File: src/rtl/sfstat_mon.sv
module sfstat_mon #(
  parameter int CS_BITS      = 32,
  parameter int BLOCK_FRAMES = 192,
  parameter int PULSE_W      = 4
) (
  input  logic       clk,
  input  logic       rst_n,
  input  logic       locked,
  input  logic       sf_stb,
  input  logic       sf_user,
  input  logic       sf_cstat,
  input  logic       sf_perr,
  input  logic       sf_vflag,
  input  logic       sf_chan,
  input  logic       sf_blk,
  input  logic       sel_cs,
  input  logic       stat_rd,
  output logic       err_o,
  output logic       ser_bit_o,
  output logic       sfclk_n_o,
  output logic       irq_o,
  output logic [7:0] status_o
);

  localparam int FW = $clog2(BLOCK_FRAMES);
  localparam int CW = $clog2(CS_BITS);
  localparam int PW = $clog2(PULSE_W + 1);

  logic               stb_ok;
  logic               left_stb;
  logic [FW-1:0]      fidx;
  logic [FW-1:0]      fidx_eff;
  logic               started;
  logic               have_prev;
  logic [CS_BITS-1:0] cur_cs;
  logic [CS_BITS-1:0] prev_cs;
  logic [CS_BITS-1:0] cap_next;
  logic               capture;
  logic               commit;
  logic               irq_set;
  logic [PW-1:0]      lo_cnt;
  logic               perr_q;
  logic               vflag_q;

  assign stb_ok   = sf_stb && locked;
  assign left_stb = stb_ok && !sf_chan;
  assign fidx_eff = sf_blk ? '0 : fidx;
  assign capture  = left_stb && (sf_blk || (started && (fidx < FW'(CS_BITS))));
  assign commit   = capture && (fidx_eff == FW'(CS_BITS - 1));

  always_comb begin
    cap_next = cur_cs;
    if (capture) cap_next[fidx_eff[CW-1:0]] = sf_cstat;
  end

  assign irq_set = commit && have_prev && (cap_next != prev_cs);

  always_ff @(posedge clk) begin
    if (!rst_n || !locked) begin
      fidx      <= '0;
      started   <= 1'b0;
      have_prev <= 1'b0;
      cur_cs    <= '0;
      prev_cs   <= '0;
    end else if (left_stb) begin
      if (sf_blk) begin
        started <= 1'b1;
        fidx    <= FW'(1);
      end else if (started && fidx != FW'(BLOCK_FRAMES - 1)) begin
        fidx <= fidx + FW'(1);
      end
      if (capture) cur_cs <= cap_next;
      if (commit) begin
        prev_cs   <= cap_next;
        have_prev <= 1'b1;
      end
    end
  end

  always_ff @(posedge clk) begin
    if (!rst_n) irq_o <= 1'b0;
    else        irq_o <= irq_set || (irq_o && !stat_rd);
  end

  always_ff @(posedge clk) begin
    if (!rst_n) begin
      err_o     <= 1'b0;
      ser_bit_o <= 1'b0;
      perr_q    <= 1'b0;
      vflag_q   <= 1'b0;
    end else if (stb_ok) begin
      err_o     <= sf_perr | sf_vflag;
      ser_bit_o <= sel_cs ? sf_cstat : sf_user;
      perr_q    <= sf_perr;
      vflag_q   <= sf_vflag;
    end
  end

  always_ff @(posedge clk) begin
    if (!rst_n)               lo_cnt <= '0;
    else if (stb_ok)          lo_cnt <= PW'(PULSE_W);
    else if (lo_cnt != '0)    lo_cnt <= lo_cnt - PW'(1);
  end

  assign sfclk_n_o = (lo_cnt == '0);
  assign status_o  = {2'b00, irq_o, 3'b000, vflag_q, perr_q};

  p_err_or_r1: assert property (@(posedge clk) disable iff (!rst_n)
    (sf_stb && locked) |=> (err_o == ($past(sf_perr) | $past(sf_vflag))));

  p_sel_r5: assert property (@(posedge clk) disable iff (!rst_n)
    (sf_stb && locked) |=> (ser_bit_o == ($past(sel_cs) ? $past(sf_cstat) : $past(sf_user))));

  p_pulse_low_r4: assert property (@(posedge clk) disable iff (!rst_n)
    (sf_stb && locked) |=> !sfclk_n_o);

  p_hold_low_r4: assert property (@(posedge clk) disable iff (!rst_n)
    (!sfclk_n_o && !sf_stb) |=> ($stable(err_o) && $stable(ser_bit_o)));

  p_sticky_r7: assert property (@(posedge clk) disable iff (!rst_n)
    (irq_o && !stat_rd) |=> irq_o);

  p_clear_r7: assert property (@(posedge clk) disable iff (!rst_n)
    (stat_rd && !irq_set) |=> !irq_o);

  p_set_wins_r10: assert property (@(posedge clk) disable iff (!rst_n)
    (stat_rd && irq_set) |=> irq_o);

  p_first_block_r8: assert property (@(posedge clk) disable iff (!rst_n)
    (commit && !have_prev && !irq_o) |=> !irq_o);

  p_unlocked_r11: assert property (@(posedge clk) disable iff (!rst_n)
    (!locked) |=> ($stable(err_o) && $stable(ser_bit_o)));

endmodule

File: config.mk
export PLATFORM = sky130hd
export DESIGN_NAME = sfstat_mon
export DESIGN_NICKNAME = d
export VERILOG_FILES = /design/src/rtl/sfstat_mon.sv
export SDC_FILE = /design/constraint.sdc
export NUM_CORES = 1
export LEC_CHECK = 0
export ABC_AREA = 1
export BUFFER_PORTS_ARGS = -buffer_cell sky130_fd_sc_hd__buf_4
export CORE_UTILIZATION = 51
export DETAILED_ROUTE_END_ITERATION = 6
export GPL_TIMING_DRIVEN = 0
export HOLD_SLACK_MARGIN = 0.08
export PLACE_DENSITY = 0.68
export SYNTH_ARGS = -nofsm -noshare
export SYNTH_HDL_FRONTEND = slang
export SYNTH_SLANG_ARGS = --single-unit
File: constraint.sdc
create_clock -name clk -period 5.19 [get_ports clk]
set_input_delay 0.519 -clock clk [delete_from_list [all_inputs] [get_ports clk]]
set_output_delay 0.519 -clock clk [all_outputs]
set_load 0.02 [all_outputs]
==> flow_summary.toml <==
[global_routing]
grt_pass1_wl_um = 18000
grt_max_degree = 15
grt_use_total_pct = 25.9
grt_overflow = 0
grt_antenna_before_repair = 0
grt_pass1_vias = 3916

[clock_network]
cts.sink_count = 82
cts_made_buffers = 9
htreeDepth = 3
cts_resized = 0
holdBufCountCts = 0
clock_path_buffers = 2
cts.clk_slew.worst_paths_ps = 80
cts_tree = "yes"
clock_latency_ps = 360
post_cts_buffers = 0
root_buffer = "clkbuf_8"

[routing]
wl_met1_um = 5240
ant_nets = 0
vias = 4263
drt_pass1_iterations = 5
routed_wl_um = 10700
routedWlPerCell_um = 12.8
top_layer = "met4"
drc_errors = 0
dr_wl_met2_um = 4860
drt_iter0_markers = 235
met3_length_um = 441
vias_per_cell = 5.09

[worst_setup_path]
crit_top_cell = "nand2_1"
cp_slowest_cell = "o21ai_0"
crit_type = "reg -> reg"
setup.worst_path.start_class = "register"
cp-end-kind = "register"
required_ps = 5440
worst_ep_arrival_time_ps = 2720
path_cells = "o21ai_0 > inv_1 > nor2_1 > nand3_2 > nand2_1 > nand2_1 > nand2_1 > nand2_1 > nor2_1 > nand2_1 > nor2_1 > nand2_1 > nand2_1 > a21oi_1"
crit_fanout = 8
critPathMaxStageDelay_ps = 480

[power_and_ir_drop]
power.share.combinational_pct = 10.6
power_frac_clock_pct = 38.2
power_mw = 1.26
p_switching_uw = 337
ir_worst_vdd_v = 0.000141
p_leak_nw = 2.15
powerDensity_nw_per_um2 = 258
swShare_pct = 26.7
share_seq_of_total_power_pct = 51.1
p_int_uw = 926

[final_layout]
fin_area_um2 = 4890
antenna_cells = 0
drive_above_1_share_pct = 9.70
utilization_pct = 58.9
fillCellCount = 803
nets = 742
final_cell_count_no_fill = 837
syn_to_final_growth_pct = 10.8

[timing]
slew_violations = 0
rsz0062_at_grt = "false"
max_freq_ghz = 0.405
slew_headroom_pct = 58.3
tightest_slew_ps = 625
layout_setup_ws_ps = 2720
min_period_over_period_pct = 47.5
hold_slack_ps = 413
period_minus_slack_ps = 2470
fin_tns_setup_ps = 0
setup_viol = 0
fin_skew_ps = 14.0
hold_violations = 0

[flow_run]
drv_cap = 0

[synth]
async_reset_ff_share_pct = 0
syn_area_um2 = 4410
yosysWarningCount = 0
postSynthCellCount = 695
synthDistinctLibCells = 31
synth-seq-area-share_pct = 37.2
synth_top_flop_cell = "dfxtp_1"
synth.avg_cell_area_um2 = 6.35
ys_ff_latch = 82
synth-edff-count = 0

[placed_design]
dp_slack_ps = 2510
dp.cells = 821
dp.final_hpwl_um = 7720
postPlaceCellArea_um2 = 4690
port_buffers = 17
place_congestion = 0.897

[min_path]
hold_class = "in -> reg"

[floorplan]
dieWidth_um = 95.0
die_h_um = 95.0
io_pins = 24
rows = 33
initial_utilization_pct = 53.2
die-area_um2 = 9030
design.core.area_um2 = 8300

[status]
status = "complete, no violations"
-- cell usage after synthesis (2+ instances only) --
| cell type | instances | area (um^2) |
|---|---|---|
| a21oi_1 | 44 | 220 |
| buf_2 | 5 | 25.0 |
| buf_4 | 8 | 60.1 |
| buf_6 | 5 | 56.3 |
| clkbuf_1 | 14 | 52.6 |
| dfxtp_1 | 82 | 1640 |
| ha_1 | 3 | 37.5 |
| inv_1 | 85 | 319 |
| inv_2 | 2 | 7.51 |
| nand2_1 | 225 | 845 |
| nand2_2 | 3 | 18.8 |
| nand3_1 | 53 | 265 |
| nand3_2 | 11 | 110 |
| nand3b_1 | 5 | 37.5 |
| nand4_1 | 6 | 37.5 |
| nor2_1 | 84 | 315 |
| nor2_2 | 2 | 12.5 |
| nor3_1 | 2 | 10.0 |
| o21a_1 | 2 | 15.0 |
| o21ai_0 | 36 | 180 |
| o21ai_1 | 4 | 20.0 |
| o21bai_1 | 5 | 37.5 |
-- final cells by class --
class | instances | area, um^2 | share of cell area [%]
Inverter | 87 | 327 | 6.68
Tap cell | 105 | 131 | 2.69
Timing Repair Buffer | 17 | 128 | 2.61
Multi-Input combinational cell | 498 | 2270 | 46.3
Clock inverter | 5 | 62.6 | 1.28
Buffer | 32 | 194 | 3.97
Sequential cell | 82 | 1640 | 33.6
Clock buffer | 11 | 141 | 2.89
-- final timing paths --
kind	from	to	slack [ps]	cells past startpoint
worst max-delay path	fidx[1]	irq_o	2720	14
worst min-delay path	stat_rd	irq_o	410	4
worst max register to register	fidx[1]	irq_o	2720	14
worst min register to register	have_prev	have_prev	460	2
-- per-layer routing --
layer  global-route usage [%]  vias to the layer above
met5                        0                        -
met2                     42.9                      104
met4                     10.5                        0
li1                         -                     2228
met3                     3.11                       15
met1                     34.2                     1916
-- registers in the layout, summed over array words and instances (netlist names), 3 cells and up --
register and count:
cur_cs 32, prev_cs 32, fidx 8, lo_cnt 3
-- cells in the final DEF, fill, tap and decap left out, drive strengths merged --
| master | instances |
|---|---|
| a211oi | 1 |
| buf | 35 |
| nand2 | 229 |
| conb | 5 |
| nor3 | 2 |
| a21oi | 45 |
| clkinv | 1 |
| clkinvlp | 2 |
| nand4 | 6 |
| bufinv | 1 |
| o21a | 2 |
| or2 | 1 |
| clkbuf | 25 |
| nand3 | 64 |
| o211ai | 1 |
| nor2 | 87 |
| nor3b | 1 |
| ha | 3 |
| nand3b | 5 |
| o21ai | 40 |
| xor2 | 1 |
| dfxtp | 82 |
| inv | 88 |
| o21bai | 5 |
-- power groups by stage --
stage          registers [mW]  logic (mW)  clock network (mW)
6_report                0.646       0.134               0.483
5_1_grt                 0.648       0.151               0.512
4_1_cts                 0.646       0.135               0.489
3_5_place_dp            0.661       0.135                   0
3_3_place_gp            0.660       0.131                   0
2_1_floorplan           0.661      0.0924                   0
-- critical path: cells and delay by family (launching register included) --
family                 cells  cell delay [ps]
DFF                        1              390
buffers and inverters      1              280
AOI/OAI and AO/OA          2              540
and+or+nand+nor           11             1160
-- logic make-up after synthesis --
group,count (synthesis),share of synthesized area (%)
adders and majority gates,3,0.851
xor gates and xnor gates,1,0.199
buffers and inverters,119,11.8
AOI/OAI and AO/OA,94,11.4
and+or+nand+nor,395,38.4
DFF,82,37.2
other,1,0.0850
Power figures use the tool's default switching activity.
